File: src/rtl/owm_pkg.sv
package owm_pkg;

    typedef enum logic [1:0] {
        OP_RESET = 2'b00,
        OP_WRITE = 2'b01,
        OP_READ  = 2'b10,
        OP_READX = 2'b11
    } owm_op_e;

    typedef enum logic [1:0] {
        ST_IDLE,
        ST_SLOT,
        ST_SPU,
        ST_DONE
    } owm_state_e;

endpackage

File: src/rtl/owm_tick_gen.sv
module owm_tick_gen #(
    parameter int CLK_PER_US = 50
) (
    input  logic clk,
    input  logic rst_n,
    input  logic clr,
    output logic tick
);
    localparam int CW = (CLK_PER_US > 1) ? $clog2(CLK_PER_US) : 1;
    localparam logic [CW-1:0] LAST = CW'(CLK_PER_US - 1);

    logic [CW-1:0] cnt_d, cnt_q;

    always_comb begin
        tick  = (cnt_q == LAST);
        cnt_d = cnt_q;
        if (clr || tick) cnt_d = '0;
        else             cnt_d = cnt_q + 1'b1;
    end

    always_ff @(posedge clk or negedge rst_n) begin
        if (!rst_n) cnt_q <= '0;
        else        cnt_q <= cnt_d;
    end
endmodule

File: src/rtl/owm_sync.sv
module owm_sync #(
    parameter int STAGES = 2
) (
    input  logic clk,
    input  logic rst_n,
    input  logic d,
    output logic q
);
    logic [STAGES-1:0] chain_d, chain_q;

    always_comb begin
        chain_d[0] = d;
        for (int i = 1; i < STAGES; i++) chain_d[i] = chain_q[i-1];
    end

    always_ff @(posedge clk or negedge rst_n) begin
        if (!rst_n) chain_q <= '1;
        else        chain_q <= chain_d;
    end

    assign q = chain_q[STAGES-1];
endmodule

File: src/rtl/owm_slot_master.sv
module owm_slot_master
    import owm_pkg::*;
#(
    parameter int CLK_PER_US  = 50,
    parameter int SPU_W       = 16,
    parameter int RST_LOW_US  = 480,
    parameter int RST_WAIT_US = 480,
    parameter int PRES_AT_US  = 70,
    parameter int SLOT_US     = 65,
    parameter int SHORT_US    = 6,
    parameter int SAMPLE_AT_US = 13,
    parameter int RECOV_US    = 2
) (
    input  logic             clk,
    input  logic             rst_n,
    input  logic             req_valid,
    input  logic [1:0]       req_op,
    input  logic             req_bit,
    input  logic [SPU_W-1:0] req_spu_us,
    input  logic             line_in,
    output logic             line_drive_n,
    output logic             spu_en,
    output logic             busy,
    output logic             done,
    output logic             result
);
    localparam int RST_TOTAL = RST_LOW_US + RST_WAIT_US;
    localparam int TW        = $clog2(RST_TOTAL + 1);
    localparam int US_W      = (TW > SPU_W) ? TW : SPU_W;

    localparam logic [US_W-1:0] RST_LOW  = US_W'(RST_LOW_US);
    localparam logic [US_W-1:0] RST_END  = US_W'(RST_TOTAL);
    localparam logic [US_W-1:0] RST_SMP  = US_W'(RST_LOW_US + PRES_AT_US);
    localparam logic [US_W-1:0] BIT_LONG = US_W'(SLOT_US);
    localparam logic [US_W-1:0] BIT_SHRT = US_W'(SHORT_US);
    localparam logic [US_W-1:0] BIT_END  = US_W'(SLOT_US + RECOV_US);
    localparam logic [US_W-1:0] BIT_SMP  = US_W'(SAMPLE_AT_US);

    typedef struct packed {
        owm_state_e       state;
        owm_op_e          op;
        logic             wbit;
        logic [SPU_W-1:0] spu_len;
        logic [US_W-1:0]  us;
        logic             res;
    } regs_t;

    regs_t r_d, r_q;
    logic  tick;
    logic  line_s;
    logic [US_W-1:0] low_len, end_len, smp_pt;

    owm_tick_gen #(.CLK_PER_US(CLK_PER_US)) u_tick (
        .clk  (clk),
        .rst_n(rst_n),
        .clr  (r_q.state == ST_IDLE),
        .tick (tick)
    );

    owm_sync #(.STAGES(2)) u_sync (
        .clk  (clk),
        .rst_n(rst_n),
        .d    (line_in),
        .q    (line_s)
    );

    // slot shape per operation
    always_comb begin
        case (r_q.op)
            OP_RESET: begin
                low_len = RST_LOW;
                end_len = RST_END;
                smp_pt  = RST_SMP;
            end
            OP_WRITE: begin
                low_len = r_q.wbit ? BIT_SHRT : BIT_LONG;
                end_len = BIT_END;
                smp_pt  = BIT_SMP;
            end
            default: begin
                low_len = BIT_SHRT;
                end_len = BIT_END;
                smp_pt  = BIT_SMP;
            end
        endcase
    end

    always_comb begin
        r_d = r_q;
        case (r_q.state)
            ST_IDLE: begin
                if (req_valid) begin
                    r_d.state   = ST_SLOT;
                    r_d.op      = owm_op_e'(req_op);
                    r_d.wbit    = req_bit;
                    r_d.spu_len = req_spu_us;
                    r_d.us      = '0;
                    r_d.res     = 1'b0;
                end
            end
            ST_SLOT: begin
                if (tick) begin
                    r_d.us = r_q.us + 1'b1;
                    if (r_q.us == smp_pt) begin
                        if (r_q.op == OP_RESET)      r_d.res = ~line_s;
                        else if (r_q.op != OP_WRITE) r_d.res = line_s;
                    end
                    if (r_q.us == end_len - 1'b1) begin
                        r_d.us    = '0;
                        r_d.state = (r_q.spu_len != '0) ? ST_SPU : ST_DONE;
                    end
                end
            end
            ST_SPU: begin
                if (tick) begin
                    r_d.us = r_q.us + 1'b1;
                    if (r_q.us == US_W'(r_q.spu_len) - 1'b1) r_d.state = ST_DONE;
                end
            end
            default: r_d.state = ST_IDLE;
        endcase
    end

    always_ff @(posedge clk or negedge rst_n) begin
        if (!rst_n) begin
            r_q.state   <= ST_IDLE;
            r_q.op      <= OP_RESET;
            r_q.wbit    <= 1'b0;
            r_q.spu_len <= '0;
            r_q.us      <= '0;
            r_q.res     <= 1'b0;
        end else begin
            r_q <= r_d;
        end
    end

    assign line_drive_n = ~((r_q.state == ST_SLOT) && (r_q.us < low_len));
    assign spu_en       = (r_q.state == ST_SPU);
    assign busy         = (r_q.state != ST_IDLE);
    assign done         = (r_q.state == ST_DONE);
    assign result       = r_q.res;

    // no pull-down while the strong pullup is on
    a_r8_quiet_under_spu: assert property (@(posedge clk) disable iff (!rst_n)
        spu_en |-> line_drive_n);

    // strong pullup phase ends straight into completion
    a_r8_spu_then_done: assert property (@(posedge clk) disable iff (!rst_n)
        $fell(spu_en) |-> done);

    // completion is followed by idle
    a_r6_done_then_idle: assert property (@(posedge clk) disable iff (!rst_n)
        done |=> !busy);

    // an idle request is taken on the next edge
    a_r6_accept: assert property (@(posedge clk) disable iff (!rst_n)
        (!busy && req_valid) |=> busy);

    // the line is only driven inside a request
    a_r2_drive_only_busy: assert property (@(posedge clk) disable iff (!rst_n)
        !line_drive_n |-> busy);

    // a running request keeps its operation
    a_r7_op_held: assert property (@(posedge clk) disable iff (!rst_n)
        (busy && !done) |=> ($stable(r_q.op) && $stable(r_q.wbit)));

endmodule

File: config.mk
export PLATFORM = sky130hd
export DESIGN_NAME = owm_slot_master
export DESIGN_NICKNAME = d
export VERILOG_FILES = /design/src/rtl/owm_pkg.sv /design/src/rtl/owm_tick_gen.sv /design/src/rtl/owm_sync.sv /design/src/rtl/owm_slot_master.sv
export SDC_FILE = /design/constraint.sdc
export NUM_CORES = 1
export LEC_CHECK = 0
export BUFFER_PORTS_ARGS = -buffer_cell sky130_fd_sc_hd__buf_2
export CAP_MARGIN = 0
export CORE_MARGIN = 2
export CORE_UTILIZATION = 50
export CTS_BUF_LIST = sky130_fd_sc_hd__clkbuf_8
export CTS_CLUSTER_DIAMETER = 150
export CTS_CLUSTER_SIZE = 20
export DETAILED_ROUTE_END_ITERATION = 6
export PLACE_DENSITY_LB_ADDON = 0.2
export SLEW_MARGIN = 20
export SYNTH_ARGS = -nofsm -noshare
export SYNTH_HDL_FRONTEND = slang
export SYNTH_SLANG_ARGS = --single-unit
File: constraint.sdc
create_clock -name clk -period 5.7 [get_ports clk]
set_input_delay 1.14 -clock clk [delete_from_list [all_inputs] [get_ports clk]]
set_output_delay 1.14 -clock clk [all_outputs]
set_load 0.01 [all_outputs]
After elaboration in Yosys (flattened, before gate mapping)
Index checks and enable logic that the tools add are counted.

storage, ports and cells
  flip-flop bits (word level) = 46
  bits of input ports = 23
  output and inout port bits = 5
  logic and storage cells = 63

operators by class
  add/subtract/negate cells = 4
  $lt $le $gt $ge = 1
  equal/unequal tests = 16
  muxes and demuxes = 20
  bitwise gates (word level) = 2
  reductions and logical operators = 12

operator list
  kind                                                 count
  == test 16 bit                                       3
  case mux 16 bit (3 select lines)                     1
  2-to-1 mux 38 bit                                    1
  2-to-1 mux 16 bit                                    2
  subtractor 16 x 1 -> 16 bit (second input constant)  2
  2-to-1 mux 10 bit                                    2
  case mux 9 bit (2 select lines)                      1
  2-to-1 mux 17 bit                                    1
  adder 16 x 1 -> 16 bit (second input constant)       1
  < comparator 16 bit                                  1
  nonzero test 16 bit                                  1
  AND reduction 5 bit                                  2
  2-to-1 mux 2 bit                                     4
  != test 2 bit (second input constant)                4
  2-to-1 mux 7 bit                                     1
  adder 6 x 1 -> 6 bit (second input constant)         1
  == test 6 bit (second input constant)                1
  2-to-1 mux 6 bit                                     1
  != test 2 x 1 -> 1 bit (second input constant)       3
  case mux 2 bit (3 select lines)                      1
  == test 2 x 1 -> 1 bit (second input constant)       2
  == test 2 bit (second input constant)                2
  logical NOT 2 bit                                    2
  2-to-1 mux 1 bit                                     4
  other kinds (9)                                      11

Longest topological paths before layout
Gate-level depths: netlist of run 1.

  word-level depth = 7
  gate-level depth with buffers = 10
  gate-level depth less buffers = 9

Modules after synthesis
Synthesis of run 1 repeated with hierarchy kept, for this count alone.

unflattened totals
  cells, all modules = 302
  area, all modules = 2919.0 um^2

by module, submodules not included
  module           times used  cells each  area an instance (um^2)  sequential area each (um^2)
  owm_slot_master  1           274         2585.0                   950.9
  owm_tick_gen     1           26          281.5                    150.1
  owm_sync         1           2           52.6                     52.6

Worst setup path before layout of run 1
Ideal clock, no wire load.

  path kind = flip-flop to output port
  start = register r_q[1] (netlist bit)
  end = output port line_drive_n
  arrival time = 2.004 ns
  required time = 4.560 ns
  slack = 2.556 ns
  stages on the path, launching flop included = 9
  buffers on the path = 1
  cells stage by stage = dfrtp_1 > clkbuf_1 > or4b_2 > a21oi_1 > o21ai_0 > a21o_1 > a21o_1 > a21oi_1 > o211ai_1

on the way
  longest elaborated chain between the ends = 3

ends and longest elaborated chain
  item                    RTL line                RTL
  start, declared         owm_slot_master.sv:48   regs_t r_d, r_q;
  start signal, assigned  owm_slot_master.sv:133  r_q <= r_d;
  < comparator 16 bit     owm_slot_master.sv:137  assign line_drive_n = ~((r_q.state == ST_SLOT) && (r_q.us < low_len));
  logical AND 1 bit       owm_slot_master.sv:137
  inverter 1 bit          owm_slot_master.sv:137
  end, declared           owm_slot_master.sv:21   output logic line_drive_n,

Every way passes these cells.

Worst setup path in the final report of run 1
Same ends and word-level chain as after synthesis.

==> results list, run 1 <==
- The run finished with clean final reports.
* Routed wire length per instance: 16.1 microns
* Antenna diode count: 0
* RSZ-0062 raised after global routing: no
* Number of nets in the layout: 394
- Finish-stage setup viols: 0
- At the pin with the least slew margin, the transition time is about 0.85 ns.
- Counting both buffers and inverters, the worst setup path holds a total of 1.
* Post-cts hold buffer count: 0
- The largest individual stage delay along the critical path comes from the cell sky130_fd_sc_hd__or4b_2.
* Via total after detailed routing: 2601
- The pre-antenna-repair detailed-routing pass consisted of 4 iterations.
- Overall power consumption after layout is estimated at 1.56 mW.
- TritonCTS built the clock tree.
* Fraction of final layout cells with drive strength greater than 1: 19.3%
- Hold WS: 0.361 ns
- ANT nets after route: 0
- Number of pins with negative max-slew slack in the final report: 0
- Final Hold Vio Count: 0
- For the final routed database, the setup TNS stands at 0 ns.
- After detailed placement, the total cell area comes to 3260 sq um.
* DIE HEIGHT: a little over 80 microns
- Number of design-rule violations left by the first detailed-router iteration: 208
- Once the clock tree was built, the resizer swapped 0 gates to a different size.
* Layout overhead on the synthesized area: 8.77%
- Entering global routing, the biggest net connects 47 pins.
- Based on the critical path, the design can be clocked at up to 0.275 GHz.
- In the routed layout, each cell is associated on average with a via count of 6.01.
* Final weighted congestion of routability-driven global placement: ~0.9
- The initial antenna violation count is 0.
* Worst VDD drop: roughly 0.00023 V
- Once the clock tree was built, the setup fixing pass inserted 0 buffers.
* Width of the chip: 82.9 microns
- Wires add up to 6.98 mm.
- Detailed placement ended at an HPWL of around 5.1 mm.
- Data required time of the worst path: 4.56 ns
- Maximum level of the CTS H-tree: 2
- Clock-pin slew was measured on the worst setup and hold paths at 0.09 ns.
* Power Density: 460 nW/um^2
- For this design the top-level I/O count stands at 28.
* Global-route usage over all layers: 21.0%
- The worst setup path is captured at an output pin.
- The worst setup path is of the reg2out kind.
- In the finished design, the share of the clock period the worst path needs comes to 63.9%.
* Total core area: 5960 sq um
- Along the worst path, the maximum fanout reaches 10.
* Fin Clk Skew: 0.00801 ns
- Buffers inserted during clock tree synthesis total 5.
- The first global-routing pass estimated around 12 mm of wire.
- Once layout is done, the placed cells without fillers occupy approximately 3400 sq um.
- The worst setup path is launched from a flop.
- Placement row count: 28
- For this run, design rule violations remaining after detail routing come to 0.
* Top cell family by delay on the critical path: compound AO/OA/AOI/OAI gates
- Post-Synthesis Cell Area: 3110 sq um
- Longest individual stage delay on the worst path: 0.69 ns
- Number of library cell types mapped by synthesis: 54
- Later-pin clock latency in the skew report: 0.31 ns
* Count of buffers inserted at the top-level ports: 27
* Number of register bits inferred by synthesis: 46
- Chain of cells forming the critical path: or4b_2 -> a21oi_1 -> o21ai_0 -> a21o_1 -> a21o_1 -> a21oi_1 -> o211ai_1 -> buf_2
- For this run, the number of Yosys warnings is 0.
* Initial core utilization: 52.2%
- Headroom to the max-slew limit came out at 43.4%.
- CTS placed an instance of sky130_fd_sc_hd__clkbuf_8 at the clock tree root.
- Standby leakage power: 1.48 nW
* Longest Clk Path Bufs: 2
* Die Footprint: 6870 sq um
- After synthesis, the share of flip-flops with an asynchronous set or reset is between 90% and 100%.
- The worst hold path belongs to the class reg2reg.
- Number of cells produced by synthesis: 342
* Clk sink count: 46
- At the worst endpoint, the arrival time is 2.50 ns.
* Final critical-path required period: 3.64 ns
* Most used flip-flop cell after synthesis: sky130_fd_sc_hd__dfrtp_1
* Number of global-route vias before repair: between 2000 and 2500
* Max Cap Violations: 0
- Total congestion overflow after global routing: 0
- Sequential cells were found to cover 37.1% of the synthesized design area.
- Each instance of the synthesized netlist takes up on average ~9.1 sq um.
- Counting every net in the synthesized netlist gives 379.
- The synthesized design contains 0 enable-type register cells.
[where the power goes]
part | switching (mW) | internal [mW]
Combinational | 0.384 | 0.331
Clock | 0.125 | 0.134
Sequential | 0.160 | 0.423
[cell type report]
class / count / area [sq um]
flip-flops and latches: 46 / 1150
clock inverters: 3 / 47.5
fillers: 544 / 2570
well taps: 75 / 93.8
clock buffers: 5 / 68.8
inverters: 16 / 60.1
repair buffers: 29 / 153
multi-input cells: 259 / 1810
[metrics by stage]
step / instances / setup slack, ns / util [%]
global placement: 425 / 2.44 / 54.8
detailed placement: 425 / 2.39 / 54.8
finish: 433 / 2.06 / 56.8
CTS: 433 / 2.04 / 56.8
floorplan: 342 / 2.56 / -
global route: 433 / 1.95 / 56.8
[layout by cell type, fill, tap and decap left out, types with 3 or more instances in the layout]
cell	instances
sky130_fd_sc_hd__a21o_1	4
sky130_fd_sc_hd__a21oi_1	11
sky130_fd_sc_hd__and3_1	4
sky130_fd_sc_hd__buf_2	26
sky130_fd_sc_hd__buf_4	3
sky130_fd_sc_hd__clkbuf_8	5
sky130_fd_sc_hd__dfrtp_1	44
sky130_fd_sc_hd__ha_1	14
sky130_fd_sc_hd__inv_1	16
sky130_fd_sc_hd__mux2_2	19
sky130_fd_sc_hd__mux2i_1	4
sky130_fd_sc_hd__nand2_1	18
sky130_fd_sc_hd__nand2b_1	4
sky130_fd_sc_hd__nand3_1	15
sky130_fd_sc_hd__nand4_1	5
sky130_fd_sc_hd__nor2_1	30
sky130_fd_sc_hd__nor2b_1	6
sky130_fd_sc_hd__nor3_1	14
sky130_fd_sc_hd__nor4_1	3
sky130_fd_sc_hd__o2111ai_1	3
sky130_fd_sc_hd__o211ai_1	3
sky130_fd_sc_hd__o21ai_0	23
sky130_fd_sc_hd__o31ai_1	5
sky130_fd_sc_hd__or3_1	6
sky130_fd_sc_hd__or4_1	5
sky130_fd_sc_hd__or4b_2	3
sky130_fd_sc_hd__xnor2_1	13
sky130_fd_sc_hd__xor2_1	12
[kinds of logic (layout without fill, tap and decap cells)]
logic type                 after synthesis  after routing  synth area share, %
and+or+nand+nor                        130            130                 23.3
AOI/OAI and AO/OA                       67             67                 13.9
DFF                                     46             46                 37.1
buffers and inverters                   37             53                 4.83
xor gates and xnor gates                25             25                 7.04
muxes                                   23             23                 8.17
adders and majority gates               14             14                 5.63
[registers in the layout, summed over array words and instances (netlist names)]
name	flops
u_sync.chain_q	2
result	1
r_q	37
u_tick.cnt_q	6
[worst register-to-register path: stages (launching register included)]
cell,delay (ns)
sky130_fd_sc_hd__dfrtp_1,0.48
sky130_fd_sc_hd__nor4_2,0.76
sky130_fd_sc_hd__nand4_1,0.20
sky130_fd_sc_hd__xnor2_1,0.18
sky130_fd_sc_hd__or4_1,0.50
sky130_fd_sc_hd__or4_4,0.55
sky130_fd_sc_hd__or4_1,0.48
sky130_fd_sc_hd__nand3_1,0.08
[synth_stat cells (11+ instances only)]
cell type | n | area [sq um]
sky130_fd_sc_hd__nand2_1 | 18 | 67.6
sky130_fd_sc_hd__nand3_1 | 15 | 75.1
sky130_fd_sc_hd__mux2_2 | 19 | 214
sky130_fd_sc_hd__dfrtp_1 | 44 | 1100
sky130_fd_sc_hd__clkbuf_1 | 17 | 63.8
sky130_fd_sc_hd__nor3_1 | 14 | 70.1
sky130_fd_sc_hd__xnor2_1 | 13 | 114
sky130_fd_sc_hd__xor2_1 | 12 | 105
sky130_fd_sc_hd__a21oi_1 | 11 | 55.1
sky130_fd_sc_hd__o21ai_0 | 23 | 115
sky130_fd_sc_hd__inv_1 | 16 | 60.1
sky130_fd_sc_hd__nor2_1 | 30 | 113
sky130_fd_sc_hd__ha_1 | 14 | 175
[per-layer routing]
layer  part of all wire, %  GRT usage (%)  routed length [microns]
met1                    47           29.5                     3280
met2                    47           33.7                     3270
met3                   5.0           3.48                      349
met4                   1.2           5.81                       86
met5                     0              0                        0
[worst paths after layout]
path                                endpoint  slack [ns]  depth (start not counted)               from
min in group asynchronous             result        0.83                          1              rst_n
max in group asynchronous            r_q[23]        4.47                          1              rst_n
min                        u_sync.chain_q[1]        0.36                          0  u_sync.chain_q[0]
max                             line_drive_n        2.06                          8             r_q[1]
max reg2reg                          r_q[36]        2.42                          7            r_q[20]
min reg2reg                u_sync.chain_q[1]        0.36                          0  u_sync.chain_q[0]
No activity file was read; power rests on OpenSTA's default activity.
==> run 2: changes to the inputs <==
- clock period: 5.7 -> 3.1 ns (I/O delays scaled with it)
==> run 2 against run 1 <==
  * Routed wire length grew 6.3%
  * Critical path depth shrank 1
  * Clock skew grew 0.0025 ns
  * Die area is the same
  * Utilization grew 2.1 points
  * Clock power grew 73%
  * Hold slack lost 0.059 ns
  * Non-clock buffer count grew 15
  * Total power grew 93%
  * Critical path type is now reg2reg
==> results list, run 2 (synthesized netlist as in run 1, its figures left out) <==
* Core utilization of the finished layout: 58.9% (+2.1 points)
* Tightest slew margin relative to the limit: 41.0% (-2.4 points)
* Longest individual stage delay on the worst path: 0.55 ns (-0.14 ns)
- The placed standard-cell area was 3360 sq um (+3.0%).
- The total DRC errors in the routed layout is 0 (unchanged).
- The placeable core region came to 5960 sq um (unchanged).
* Kind of critical path: reg2reg
* Critical Path Source: r_q[23]
- # IOs: 28 (unchanged)
* Mean number of vias per cell: 5.86 (-2.5%)
* Clk slew on worst S/H paths: 0.09 ns (about the same)
- Fmax: 0.342 GHz
- Final setup margin: 0.178 ns (-1.88 ns)
- The number of endpoints failing setup at the final stage is 0 (unchanged).
- Worst VDD drop: 0.000544 V (+130%)
- Class of the tightest hold or removal check: in2async
* Data required time of the worst path: 3.34 ns (-1.22 ns)
- The number of fillers in the final layout came to 553 (+1.7%).
* First-pass GRT wire length: 12.8 mm (+6.7%)
* Top cell family by delay on the critical path: simple AND/OR/NAND/NOR gates
* Power Density: 858 nW/um^2 (+86%)
- Buffers & Inverters on Critical Path: 0 (-1)
* Biggest registers after layout: r_q: 37 flops, u_tick.cnt_q: 6 flops, u_sync.chain_q: 2 flops
- The cell sitting at the root of the clock tree is a sky130_fd_sc_hd__clkbuf_8.
- The final layout net count came to 409 (+3.8%).
- The routed length per instance is 16.6 microns (+2.7%).
* Pin count of the biggest net entering global routing: 47 (unchanged)
- The setup slack after placement came to 0.178 ns (-2.21 ns).
- Count of buffers inserted at the top-level ports: 27 (unchanged)
- The clock period could shrink to 2.92 ns.
- Max Cap Violations: 0 (unchanged)
* Placement row count: 28 (unchanged)
- STA classifies the critical path startpoint as a flop.
- The effective utilization at floorplan was 52.2% (unchanged).
* Global-route usage over all layers: 22.8% (+1.7 points)
* Worst Setup End Kind: flop
* Final weighted congestion of routability-driven global placement: 0.976 (+7.6%)
* Reg-to-reg startpoint: r_q[23]
- Via total after detailed routing: 2624 (+0.88%)
- Setup repair after global routing left no endpoint under its margin.
- Worst Max-Slew Pin Slew: 0.883 ns (+0.0360 ns)
* ANT nets after route: 0 (unchanged)
- Largest reg by FF count: r_q
- The clock skew is 0.0105 ns (+0.00246 ns).
* Post-route design area: 3510 sq um (+3.7%)
- Clock tree from TritonCTS: yes
- Number of pins with negative max-slew slack in the final report: 0 (unchanged)
* Post-route fraction of the period consumed by the critical path: 94.2%
- First-pass DRT Iterations: 4 (unchanged)
* Final Hold Vio Count: 0 (unchanged)
- Die Footprint: 6870 sq um (unchanged)
- The residual overflow from global routing is 0 (unchanged).
- The die width is 82.9 microns (unchanged).
* Layout overhead on the synthesized area: 12.8%
- The count of antenna diodes in the layout is 0 (unchanged).
- Cells after DPL: 438 (+3.1%)
- Fraction of final layout cells with drive strength greater than 1: 23.6% (+4.3 points)
- Later-pin clock latency in the skew report: 0.31 ns (about the same)
- In the layout the commonest cells are sky130_fd_sc_hd__dfrtp_1 (42), sky130_fd_sc_hd__nor2_1 (30), sky130_fd_sc_hd__buf_2 (26).
* Longest Clk Path Bufs: 2 (unchanged)
- Arr. time, crit path: 3.17 ns (+0.67 ns)
- Outcome: finished clean
- The largest individual stage delay along the critical path comes from the cell sky130_fd_sc_hd__or4_4.
- The leakage power is 1.55 nW (+4.9%).
- Most used cell along the critical path: sky130_fd_sc_hd__or4_1
* Post-route setup TNS: 0 ns (unchanged)
- The flip-flop count of the largest register after layout was 37 (unchanged).
- The CTS sink count was 46 (unchanged).
- The iteration-0 DRC count of the detailed router was 239 (+15%).
- Chain of cells forming the critical path: nor3_1 -> nand4_1 -> xnor2_1 -> or4_1 -> or4_4 -> or4_1 -> nand3_1
- The initial antenna violation count was 0 (unchanged).
* DIE HEIGHT: 82.9 microns (unchanged)
- The via count of the first global-routing pass is 2583 (+5.6%).
- Post-detailed-placement half-perimeter wirelength: 5.48 mm (+8.3%)
- The final wirelength came to 7.42 mm (+6.3%).
- The final instance count without filler cells is 448 (+3.5%).
- The deepest level of the CTS H-tree came to 2 (unchanged).
- Leaving out fill and tap cells, the most frequent cell in the layout is sky130_fd_sc_hd__dfrtp_1.
- Number of buffers created by CTS: 5 (unchanged)
- Top fanout value on the critical path: 7 (-3)
-- run 2: final cells by class --
cell class / instances / area, sq um / area share [%]
Multi-Input combinational cell: 259 / 1820 / 52.0
Sequential cell: 46 / 1160 / 32.9
Timing Repair Buffer: 44 / 265 / 7.56
Tap cell: 75 / 93.8 / 2.67
Clock buffer: 5 / 68.8 / 1.96
Inverter: 16 / 60.1 / 1.71
Clock inverter: 3 / 41.3 / 1.18
-- run 2: where the power goes --
part	leakage (nW)	internal, mW	total (mW)	switching [mW]
clock	0.0556	0.237	0.448	0.211
sequential	0.583	0.782	1.02	0.240
combinational	0.913	0.719	1.54	0.823
-- run 2: stage by stage --
step                      hold WS (ns)  total power [mW]
after global placement           0.347              2.47
after global routing             0.360              3.27
after detailed placement         0.353              2.51
final                            0.302              3.01
after CTS                        0.365              2.97
after floorplan                  0.324              2.04
-- run 2: what timing repair did --
| action | CTS | global route |
|---|---|---|
| buffers inserted | 0 | 2 |
| hold buffers | 0 | 0 |
| pin swaps | 0 | 1 |
| setup endpoints to repair | 1 | 3 |
| resized for setup | 1 | 6 |
| hold endpoints to repair | 0 | 0 |
-- run 2: path summary, 6_finish.rpt --
| check | end | slack (ns) | cells after the start |
|---|---|---|---|
| setup / recovery | r_q[36] | 0.18 | 7 |
| hold / removal | r_q[4] | 0.30 | 1 |
| setup reg to reg | r_q[36] | 0.18 | 7 |
| hold reg to reg | u_sync.chain_q[1] | 0.36 | 0 |
| max in group asynchronous | r_q[34] | 2.35 | 1 |
| min in group clk | u_sync.chain_q[1] | 0.36 | 0 |
-- run 2: per-layer routing --
layer	track usage, %	routed length [microns]	vias up
li1	-	-	1292
met1	33.2	3560	1262
met2	35.0	3410	59
met3	3.08	334	11
met4	7.30	110	0
met5	0	0	-
-- run 2: worst reg2reg max path: cells and delay by family (launching register included) --
| kind | cells | cell delay [ns] |
|---|---|---|
| flops | 1 | 0.48 |
| simple gates | 6 | 2.22 |
| xor+xnor | 1 | 0.15 |
